**config.mk**
```make
export PLATFORM = sky130hd
export DESIGN_NAME = alu8_core
export DESIGN_NICKNAME = d
export VERILOG_FILES = /design/src/rtl/alu8_pkg.sv /design/src/rtl/alu8_arith.sv /design/src/rtl/alu8_logic.sv /design/src/rtl/alu8_shift.sv /design/src/rtl/alu8_core.sv
export SDC_FILE = /design/constraint.sdc
export NUM_CORES = 1
export LEC_CHECK = 0
export ABC_AREA = 1
export BUFFER_PORTS_ARGS = -buffer_cell sky130_fd_sc_hd__buf_2
export CAP_MARGIN = 5
export CORE_MARGIN = 2
export CORE_UTILIZATION = 45
export DETAILED_ROUTE_END_ITERATION = 8
export PLACE_DENSITY_LB_ADDON = 0.25
export SLEW_MARGIN = 15
export SYNTH_ARGS = -nofsm -noshare
export SYNTH_HDL_FRONTEND = slang
export SYNTH_SLANG_ARGS = --single-unit
```
**constraint.sdc**
```tcl
create_clock -name clk -period 0.8 [get_ports clk]
set_input_delay 0.04 -clock clk [delete_from_list [all_inputs] [get_ports clk]]
set_output_delay 0.04 -clock clk [all_outputs]
set_load 0.01 [all_outputs]
```
**src/rtl/alu8_pkg.sv**
```systemverilog
package alu8_pkg;

    localparam int OPW = 5;

    typedef enum logic [OPW-1:0] {
        OP_ADD  = 5'd0,
        OP_ADC  = 5'd1,
        OP_SUB  = 5'd2,
        OP_SBC  = 5'd3,
        OP_CMP  = 5'd4,
        OP_CMPC = 5'd5,
        OP_AND  = 5'd6,
        OP_OR   = 5'd7,
        OP_XOR  = 5'd8,
        OP_INV  = 5'd9,
        OP_NEG  = 5'd10,
        OP_INC  = 5'd11,
        OP_DEC  = 5'd12,
        OP_SHL  = 5'd13,
        OP_SHR  = 5'd14,
        OP_ROL  = 5'd15,
        OP_ROR  = 5'd16,
        OP_SAR  = 5'd17
    } alu_op_e;

    // carry and overflow produced by one operation unit
    typedef struct packed {
        logic c;
        logic v;
    } cv_t;

    function automatic logic is_chained(alu_op_e op);
        return (op == OP_SBC) || (op == OP_CMPC);
    endfunction

    function automatic logic is_compare(alu_op_e op);
        return (op == OP_CMP) || (op == OP_CMPC);
    endfunction

endpackage

```
**src/rtl/alu8_arith.sv**
```systemverilog
module alu8_arith
    import alu8_pkg::*;
#(
    parameter int W = 8
) (
    input  alu_op_e        op,
    input  logic [W-1:0]   a,
    input  logic [W-1:0]   b,
    input  logic           cin,
    output logic [W-1:0]   res,
    output cv_t            cv
);
    localparam int         MSB  = W - 1;
    localparam logic [W-1:0] SMIN = {1'b1, {(W-1){1'b0}}};
    localparam logic [W-1:0] SMAX = ~SMIN;

    logic [W:0] wide_a, wide_b, wide_c, acc;

    assign wide_a = {1'b0, a};
    assign wide_b = {1'b0, b};
    assign wide_c = {{W{1'b0}}, cin};

    always_comb begin
        acc  = '0;
        res  = '0;
        cv.c = cin;
        cv.v = 1'b0;
        case (op)
            OP_ADD, OP_ADC: begin
                acc  = wide_a + wide_b + ((op == OP_ADC) ? wide_c : '0);
                res  = acc[MSB:0];
                cv.c = acc[W];
                cv.v = (a[MSB] == b[MSB]) && (res[MSB] != a[MSB]);
            end
            OP_SUB, OP_SBC, OP_CMP, OP_CMPC: begin
                acc  = wide_a - wide_b - (is_chained(op) ? wide_c : '0);
                res  = acc[MSB:0];
                cv.c = acc[W];
                cv.v = (a[MSB] != b[MSB]) && (res[MSB] != a[MSB]);
            end
            OP_NEG: begin
                acc  = '0 - wide_a;
                res  = acc[MSB:0];
                cv.c = |a;
                cv.v = (res == SMIN);
            end
            OP_INC: begin
                res  = a + 1'b1;
                cv.v = (res == SMIN);
            end
            OP_DEC: begin
                res  = a - 1'b1;
                cv.v = (res == SMAX);
            end
            default: ;
        endcase
    end
endmodule

```
**src/rtl/alu8_logic.sv**
```systemverilog
module alu8_logic
    import alu8_pkg::*;
#(
    parameter int W = 8
) (
    input  alu_op_e        op,
    input  logic [W-1:0]   a,
    input  logic [W-1:0]   b,
    input  logic           cin,
    output logic [W-1:0]   res,
    output cv_t            cv
);
    always_comb begin
        res  = '0;
        cv.c = cin;
        cv.v = 1'b0;
        case (op)
            OP_AND: res = a & b;
            OP_OR:  res = a | b;
            OP_XOR: res = a ^ b;
            OP_INV: begin
                res  = ~a;
                cv.c = 1'b1;
            end
            default: ;
        endcase
    end
endmodule

```
**src/rtl/alu8_shift.sv**
```systemverilog
module alu8_shift
    import alu8_pkg::*;
#(
    parameter int W = 8
) (
    input  alu_op_e        op,
    input  logic [W-1:0]   a,
    input  logic           cin,
    output logic [W-1:0]   res,
    output cv_t            cv
);
    localparam int MSB = W - 1;

    logic fill;

    always_comb begin
        res  = '0;
        fill = 1'b0;
        cv.c = cin;
        case (op)
            OP_SHL, OP_ROL: begin
                fill = (op == OP_ROL) ? cin : 1'b0;
                res  = {a[MSB-1:0], fill};
                cv.c = a[MSB];
            end
            OP_SHR, OP_ROR, OP_SAR: begin
                case (op)
                    OP_ROR:  fill = cin;
                    OP_SAR:  fill = a[MSB];
                    default: fill = 1'b0;
                endcase
                res  = {fill, a[MSB:1]};
                cv.c = a[0];
            end
            default: ;
        endcase
        cv.v = res[MSB] ^ cv.c;
    end
endmodule

```
**src/rtl/alu8_core.sv**
```systemverilog
module alu8_core
    import alu8_pkg::*;
#(
    parameter int W = 8
) (
    input  logic           clk,
    input  logic           rst_n,
    input  logic [OPW-1:0] op_i,
    input  logic [W-1:0]   a_i,
    input  logic [W-1:0]   b_i,
    input  logic           c_i,
    input  logic           z_i,
    output logic [W-1:0]   res_o,
    output logic           wr_o,
    output logic           flag_c_o,
    output logic           flag_z_o,
    output logic           flag_n_o,
    output logic           flag_v_o,
    output logic           flag_s_o
);
    localparam int MSB = W - 1;

    typedef struct packed {
        logic [W-1:0] res;
        logic         wr;
        logic         c;
        logic         z;
        logic         n;
        logic         v;
        logic         s;
    } state_t;

    state_t st_d, st_q;
    alu_op_e op;
    logic [W-1:0] ar_res, lg_res, sh_res, pick_res;
    cv_t ar_cv, lg_cv, sh_cv, pick_cv;
    logic known;

    assign op = alu_op_e'(op_i);

    alu8_arith #(.W(W)) u_arith (
        .op(op), .a(a_i), .b(b_i), .cin(c_i), .res(ar_res), .cv(ar_cv)
    );
    alu8_logic #(.W(W)) u_logic (
        .op(op), .a(a_i), .b(b_i), .cin(c_i), .res(lg_res), .cv(lg_cv)
    );
    alu8_shift #(.W(W)) u_shift (
        .op(op), .a(a_i), .cin(c_i), .res(sh_res), .cv(sh_cv)
    );

    // unit select
    always_comb begin
        known    = 1'b1;
        pick_res = ar_res;
        pick_cv  = ar_cv;
        case (op)
            OP_ADD, OP_ADC, OP_SUB, OP_SBC, OP_CMP, OP_CMPC,
            OP_NEG, OP_INC, OP_DEC: ;
            OP_AND, OP_OR, OP_XOR, OP_INV: begin
                pick_res = lg_res;
                pick_cv  = lg_cv;
            end
            OP_SHL, OP_SHR, OP_ROL, OP_ROR, OP_SAR: begin
                pick_res = sh_res;
                pick_cv  = sh_cv;
            end
            default: begin
                known     = 1'b0;
                pick_res  = '0;
                pick_cv.c = c_i;
                pick_cv.v = 1'b0;
            end
        endcase
    end

    // next state: common flag rules
    always_comb begin
        st_d.res = pick_res;
        st_d.c   = pick_cv.c;
        st_d.v   = pick_cv.v;
        st_d.n   = known & pick_res[MSB];
        st_d.s   = st_d.n ^ st_d.v;
        st_d.wr  = known & ~is_compare(op);
        if (!known)
            st_d.z = z_i;
        else if (is_chained(op))
            st_d.z = (pick_res == '0) & z_i;
        else
            st_d.z = (pick_res == '0);
    end

    always_ff @(posedge clk or negedge rst_n) begin
        if (!rst_n) st_q <= '0;
        else        st_q <= st_d;
    end

    assign res_o    = st_q.res;
    assign wr_o     = st_q.wr;
    assign flag_c_o = st_q.c;
    assign flag_z_o = st_q.z;
    assign flag_n_o = st_q.n;
    assign flag_v_o = st_q.v;
    assign flag_s_o = st_q.s;

    assert_zero_result_R2: assert property (@(posedge clk) disable iff (!rst_n)
        flag_z_o |-> (res_o == '0));

    assert_cmp_no_write_R7: assert property (@(posedge clk) disable iff (!rst_n)
        ($past(rst_n) && (($past(op_i) == OP_CMP) || ($past(op_i) == OP_CMPC))) |-> !wr_o);

    assert_com_flags_R9: assert property (@(posedge clk) disable iff (!rst_n)
        ($past(rst_n) && $past(op_i) == OP_INV)
            |-> (flag_c_o && !flag_v_o && res_o == ~$past(a_i)));

    assert_neg_carry_R10: assert property (@(posedge clk) disable iff (!rst_n)
        ($past(rst_n) && $past(op_i) == OP_NEG) |-> (flag_c_o == ($past(a_i) != '0)));

    assert_incdec_carry_R11: assert property (@(posedge clk) disable iff (!rst_n)
        ($past(rst_n) && (($past(op_i) == OP_INC) || ($past(op_i) == OP_DEC)))
            |-> (flag_c_o == $past(c_i)));

    assert_shift_s_eq_c_R12: assert property (@(posedge clk) disable iff (!rst_n)
        ($past(rst_n) && $past(op_i) >= OP_SHL && $past(op_i) <= OP_SAR)
            |-> (flag_s_o == flag_c_o));

    assert_sar_sign_R13: assert property (@(posedge clk) disable iff (!rst_n)
        ($past(rst_n) && $past(op_i) == OP_SAR)
            |-> (res_o[MSB] == $past(a_i[MSB]) && res_o[MSB-1] == $past(a_i[MSB])));

endmodule

```
# Yosys cells after proc, flatten, opt, wreduce, memory -nomap -nowiden
# Cells that the tools add are included.
word_totals:
  output_inout_bits: 14
  ramBits: 0
  regBits: 14
  rom_bits: 0
  mem_count: 0
  latchBits: 0
  elab_cells: 79
classes:
  bitwise_logic: 10
  n_shift: 0
  mul: 0
  magnitude_cmp: 0
  n_reduce_logical: 15
  n_mux: 16
  addsub: 7
  n_eq_ne: 24
  n_div: 0
ops:
  columns: ["cell", "n"]
  rows:
  - ["equality test 5 x 4 -> 1 bit, second input constant", 8]
  - ["case mux 8 bit (5 select lines)", 1]
  - ["case mux 8 bit (4 select lines)", 1]
  - ["case mux 8 bit (3 select lines)", 1]
  - ["equality test 5 x 3 -> 1 bit, second input constant", 4]
  - ["OR reduction 18 bit", 1]
  - ["equality test 8 bit, second input constant", 2]
  - ["case mux 8 bit (2 select lines)", 1]
  - ["equality test 5 x 2 -> 1 bit, second input constant", 2]
  - ["equality test 5 bit, second input constant", 2]
  - ["adder 8 x 8 -> 9 bit", 1]
  - ["adder 9 bit", 1]
  - ["OR reduction 9 bit", 1]
  - ["subtractor 8 x 8 -> 9 bit", 1]
  - ["subtractor 9 bit", 1]
  - ["adder 8 x 1 -> 8 bit, second input constant", 1]
  - ["bitwise AND 8 bit", 1]
  - ["equality test 8 x 7 -> 1 bit, second input constant", 1]
  - ["zero test 8 bit", 1]
  - ["inverter 8 bit", 1]
  - ["bitwise OR 8 bit", 1]
  - ["OR reduction 4 bit", 2]
  - ["OR reduction 8 bit", 1]
  - ["subtractor 1 x 8 -> 8 bit, first input constant", 1]
  - ["other kinds (19)", 34]

# Depth between registers and ports, before layout
# Gate-level depths: netlist (run 1).
logic_depth:
  ltp_word: 10
  ltp_mapped: 23
  depth_no_buf: 23

# Hierarchy
# Synthesis (run 1) repeated with hierarchy kept, for this count alone.
hier_totals:
  hier_cells: 573
  hier_area_um2: 3395.8
modules_own_cells:
  columns: ["mod", "area_per_inst_um2", "cells_each", "seq_area_each_um2", "n_inst"]
  rows:
  - ["alu8_arith", 1595.3, 286, 0.0, 1]
  - ["alu8_core", 843.3, 120, 350.3, 1]
  - ["alu8_logic", 706.9, 119, 0.0, 1]
  - ["alu8_shift", 250.2, 48, 0.0, 1]

# Worst setup path before layout (run 1)
# Ideal clock, no wire load.
synth_timing:
  path_type: "input-to-reg"
  from: "input port op_i[4]"
  to: "register st_q, in the netlist flag_z_o"
  setup_slack_ns: -1.847
  setup_ns: 0.065
  path_stages: 19
  n_path_buf: 1
  arrival_ns: 2.582
  cell_sequence: "buf_2 -> inv_2 -> nand3_1 -> nand2_2 -> inv_2 -> nor2_1 -> nand2_1 -> fa_1 -> fa_1 -> nor2_1 -> o21bai_1 -> or2_2 -> nand3_1 -> nand3_1 -> nor2_1 -> nand2_1 -> nor2_1 -> nand4_1 -> nand2_1"
synth_rtl:
  columns: ["element", "line", "rtl"]
  rows:
  - ["from (decl)", "alu8_core.sv:8", "input logic [OPW-1:0] op_i,"]
  - ["to (signal assigned)", "alu8_core.sv:94", "else st_q <= st_d;"]
  - ["to (decl)", "alu8_core.sv:33", "state_t st_d, st_q;"]

==> flow_summary.yaml, run 1 <==
timing:
  fin_crit_sh: 2.88
  tightestPinTransition_ps: 574
  hold_slack_ps: 33.8
  rsz0062_at_grt: "true"
  max_freq_ghz: 0.434
  slew_headroom: 0.616
  fin_ws_ps: -1510
  finalHoldViolCount: 0
  finalMaxSlewViolations: 0
  setup_viol: 14
  fin_crit_ps: 2310
logic_synthesis:
  syn-cell-area_mm2: 0.00305
  synth.yosys.seq_area_share: 0.115
  ys_ff_latch: 14
  synthTopCellsByArea: "nand2_1 (19%), ha_1 (14%), nand3_1 (12%)"
  synth_largest_area_cell: "nand2_1"
  synthesis.nets: 609
  netlist_instances: 546
  synth_top_area_frac: 0.192
  synth.distinct_cells: 32
  syn_area_per_cell_um2: 5.59
  yosysWarnings: 0
worst_setup_path:
  cp.arrival_ps: 2490
  critical_path_class: "input port to register"
  cp.required_ps: 980
  cp_max_fo: 3
  start_kind: "input port"
  crit_path_end_kind: "register"
cells_and_area:
  final_cells: 790
  fin_util: 0.707
  fin_nets: 774
  drive_above_1_share: 0.362
  layout_commonest_cell: "nand2_1"
  area_growth_pct: 54.8
  final_cell_mix: "nand2_1 (148), buf_4 (121), inv_1 (74)"
  antennaDiodeCount: 0
routing:
  viasPerCell: 5.38
  drtAntennaViolNets: 0
  drt_iter0_drc: 312
  via_count: 4250
  wl_per_cell_um: 15.2
  first_pass_iters: 5
  drc: 0
  wl_mm: 12.0
die:
  start_util: 0.457
  core-area_mm2: 0.00668
  num_rows: 30
  die_area_mm2: 0.00745
  die_y_um: 86.3
  die_x_um: 86.3
  pin_count: 39
global_routing:
  antenna_found_initial: 0
  gr-total-overflow: 0
  grt_max_degree: 15
  grtUsageTotal: 0.313
  grt_pass1_wl_mm: 18.5
  grt_pass1_vias: 3933
cts:
  cts_tree: "yes"
  clock-sinks: 14
  h-tree-depth: 1
  clk_pin_slew_ps: 50
  clock-root-buffer: "clkbuf_8"
  cts_buffers: 3
  ctsLongestPathBuffers: 2
placement:
  portBuffers: 38
  dpl.hpwl_mm: 9.39
  dpl.cell_count: 771
  gp_congestion: 1.01
worst_hold_path:
  hp-class: "input port to register"
power_and_ir_drop:
  power_w: 0.00430
  p_per_area_mw_per_mm2: 912
  ir_drop_v: 0.000438
  power_leakage_nw: 2.71
status:
  status: "finished, violations left"
  violations: "negative setup slack"
job:
  drv_cap: 0
==> timing repair <==
action | 4_1_cts | 5_1_grt
hold buffers | 1 | 0
endpoints found under the hold margin | 14 | 0
pin swaps | 29 | 33
resized for setup | 53 | 34
gates cloned | 0 | 0
setup endpoints to repair | 14 | 18
buffers inserted | 11 | 4
==> metal layers <==
| metal | vias to the layer above | part of all wire | global-route usage |
|---|---|---|---|
| met5 | - | 0 | 0 |
| met3 | 38 | 0.068 | 0.0448 |
| met4 | 0 | 0.035 | 0.124 |
| met2 | 165 | 0.48 | 0.543 |
| li1 | 2084 | - | - |
| met1 | 1963 | 0.41 | 0.390 |
==> Yosys cell counts, drive strengths merged <==
cell      n
a21oi    16
a22oi     4
a31o      1
a31oi     1
and3      1
buf      10
clkinv    3
dfrtp    14
fa        4
ha       34
inv      91
nand2   157
nand3    78
nand3b    1
nand4    21
nor2     71
nor3      5
o211ai    1
o21a      1
o21ai    20
o21bai    2
o22ai     5
or2       2
xnor2     2
xor2      1
==> per-stage QoR <==
stage	worst slack, ps	TNS [ps]	instance area, µm²
after global routing	-1660	-18760	4720
final	-1510	-17120	4720
after CTS	-1510	-17360	4560
after detailed placement	-1860	-21680	4230
after global placement	-1770	-20740	4230
after floorplan	-1580	-17590	3130
==> report_power, final <==
group / internal [W] / switching [W] / leakage, nW
clock: 0.000435 / 0.000229 / 0.0288
sequential: 0.000812 / 0.0000273 / 0.178
combinational: 0.00126 / 0.00154 / 2.50
total: 0.00251 / 0.00179 / 2.71
==> flip-flops by register name, indices dropped and copies added, names as in the netlist <==
signal    flops
res_o         8
flag_c_o      1
flag_n_o      1
flag_s_o      1
flag_v_o      1
flag_z_o      1
wr_o          1
==> critical path: stages <==
cell and delay [ps]:
buf_8 100, nor2_4 110, nand3_2 90, nand2_4 90, inv_4 40, nor2_4 80, nand2_2 60, fa_2 560
buf_6 110, ha_4 120, o21ai_2 60, nand2_1 100, buf_4 120, nand2_2 40, nand3_2 60, nand2_1 50
nor2_1 100, nand2_1 110, nor2_2 130, nand2_1 70, nor2_1 90, nand4_1 80, nand2_1 70
==> path summary, 6_finish.rpt <==
check	slack, ps	to	cells past startpoint	start
hold / removal	30	flag_z_o	3	z_i
max in group asynchronous	380	flag_s_o	2	rst_n
min in group asynchronous	210	wr_o	2	rst_n
setup / recovery	-1510	flag_z_o	23	op_i[3]
==> logic make-up (layout without fill, tap and decap cells) <==
kind of cell / count (synthesis) / in the layout / synth area share
AOI/OAI and AO/OA: 51 / 51 / 0.0939
xor gates and xnor gates: 3 / 3 / 0.00862
adders and majority gates: 38 / 38 / 0.166
buffers and inverters: 104 / 268 / 0.133
DFF: 14 / 14 / 0.115
and+or+nand+nor: 336 / 336 / 0.484
==> cell type report <==
cell class,count,area (µm²)
Clock buffer,4,55.1
Fill cell,604,1960
Inverter,94,370
Tap cell,80,100
Timing Repair Buffer,170,1260
Multi-Input combinational cell,428,2580
Sequential cell,14,350
Note: power is estimated with default switching activity, not from simulation.
==> inputs of run 2 (changes only) <==
--- a/config.mk
+++ b/config.mk
@@ -11,7 +11,7 @@
 export CORE_MARGIN = 2
 export CORE_UTILIZATION = 45
 export DETAILED_ROUTE_END_ITERATION = 8
-export PLACE_DENSITY_LB_ADDON = 0.25
+export PLACE_DENSITY = 0.75
 export SLEW_MARGIN = 15
 export SYNTH_ARGS = -nofsm -noshare
 export SYNTH_HDL_FRONTEND = slang
==> flow_summary.yaml, run 2 (synthesis results as in run 1) <==
timing:
  fin_crit_sh: 2.92
  finalHoldViolCount: 0
  max_freq_ghz: 0.428
  rsz0062_at_grt: "true"
  tightestPinTransition_ps: 522
  fin_crit_ps: 2340
  fin_ws_ps: -1540
  slew_headroom: 0.651
  hold_slack_ps: 31.6
  finalMaxSlewViolations: 0
  setup_viol: 14
worst_setup_path:
  slowest_delay_ps: 450
  cp.arrival_ps: 2470
  timing.critical_path.slowest_stage_cell: "fa_2"
  cp_max_fo: 4
  crit_path_end_kind: "register"
  cp_cell_sequence: "buf_8, nor2_4, nand3_4, nand2_4, inv_4, nor2_4, nand2_2, fa_2, buf_6, ha_4, o21ai_4, nand2_2, nand2_2, nand2_1, nand2_1, nand2_1, nand2_1, nand3b_1, nor2_4, inv_2, nand3_2, nand2_1"
  crit_top_cell: "nand2_1"
  critical_path_class: "input port to register"
  cp_num_buf_inv: 4
  start_kind: "input port"
  path_delay_family: "simple AND/OR/NAND/NOR gates"
  startpoint: "op_i[3]"
  cp.required_ps: 930
cells_and_area:
  fin_area_mm2: 0.00477
  final_cell_mix: "nand2_1 (146), buf_4 (130), inv_1 (74)"
  multi_input_area_mm2: 0.00263
  largest_reg_flops: 8
  drive_above_1_share: 0.368
  fin_util: 0.714
  final_cells: 795
  antennaDiodeCount: 0
  regArea_um2: 350
  nFillCells: 534
  layout_commonest_cell: "nand2_1"
  area_growth_pct: 56.4
  fin_nets: 779
power_and_ir_drop:
  p_switching_w: 0.00189
  ir_drop_v: 0.000561
  power_leakage_nw: 2.73
  p_clk_frac: 0.149
  p_comb_frac: 0.664
  internal_power_w: 0.00255
  p_per_area_mw_per_mm2: 930
  pwr-share-seq: 0.187
  swShare: 0.426
  power_w: 0.00444
routing:
  via_count: 4553
  wl_met2_mm: 5.82
  highest_layer: "met4"
  viasPerCell: 5.73
  wl_met1_mm: 4.58
  wl_per_cell_um: 15.9
  drc: 0
  wl_mm: 12.7
  first_pass_iters: 7
  drt_iter0_drc: 538
  drtAntennaViolNets: 0
  met3_length_mm: 1.39
cts:
  h-tree-depth: 1
  cts_buffers: 3
  clock-root-buffer: "clkbuf_8"
  clk_pin_slew_ps: 50
  clock-sinks: 14
  ctsLongestPathBuffers: 2
  cts_tree: "yes"
die:
  core-area_mm2: 0.00668
  die_area_mm2: 0.00745
  die_y_um: 86.3
  pin_count: 39
  num_rows: 30
  die_x_um: 86.3
  start_util: 0.457
global_routing:
  antenna_found_initial: 0
  grt_pass1_vias: 4184
  grt_max_degree: 15
  grtUsageTotal: 0.314
  gr-total-overflow: 0
  grt_pass1_wl_mm: 18.9
worst_hold_path:
  min_from: "z_i"
  hp-class: "input port to register"
placement:
  dpl.hpwl_mm: 9.38
  portBuffers: 38
  gp_congestion: 1.02
  dpl.cell_count: 775
  placed_area_mm2: 0.00426
status:
  status: "finished, violations left"
  violations: "negative setup slack"
job:
  drv_cap: 0
[run 2: changes by cell type in the layout (fill, tap and decap cells not counted), moves of 3 or more]
cell,before,now
buf_6,13,7
nor2_2,12,7
buf_4,121,130
nand2_2,7,10
nor2_4,10,14
[run 2: power groups by stage]
stage / combinational [W] / sequential (W) / clock [W]
2_1_floorplan: 0.00121 / 0.000910 / 0
3_3_place_gp: 0.00232 / 0.000842 / 0
3_5_place_dp: 0.00239 / 0.000842 / 0
4_1_cts: 0.00255 / 0.000830 / 0.000674
5_1_grt: 0.00317 / 0.000842 / 0.000694
6_report: 0.00295 / 0.000829 / 0.000661
[run 2: worst paths after layout]
check                           end  cells past startpoint
setup / recovery           flag_s_o                     22
hold / removal             flag_z_o                      3
max in group asynchronous  flag_s_o                      2
min in group asynchronous  res_o[3]                      2
[run 2: tightest hold or removal path, cell delays in order]
cell and delay [ps]:
buf_2 90, nand2_1 60, nand2_1 50
[run 2: cell type report]
class	count	share of cell area
clock buffer	4	0.0115
tap	80	0.0210
timing repair buffer	175	0.266
inverter	94	0.0771
multi-input combinational	428	0.551
sequential	14	0.0735
[run 2: metal layers]
| layer | global-route usage | up-vias |
|---|---|---|
| li1 | - | 2092 |
| met5 | 0 | - |
| met3 | 0.0305 | 119 |
| met1 | 0.388 | 2003 |
| met2 | 0.532 | 339 |
| met4 | 0.176 | 0 |
[run 2: timing repair]
action	4_1_cts	5_1_grt
setup endpoints to repair	14	16
resized for setup	35	49
hold buffers	1	0
pin swaps	23	36
hold endpoints to repair	14	0
buffers inserted	9	9
[run 2: metrics by stage]
| stage | setup WS, ps | setup TNS (ps) |
|---|---|---|
| floorplan | -1580 | -17590 |
| global placement | -1740 | -20500 |
| detailed placement | -1860 | -22020 |
| CTS | -1520 | -17130 |
| global route | -1690 | -18980 |
| finish | -1540 | -17860 |
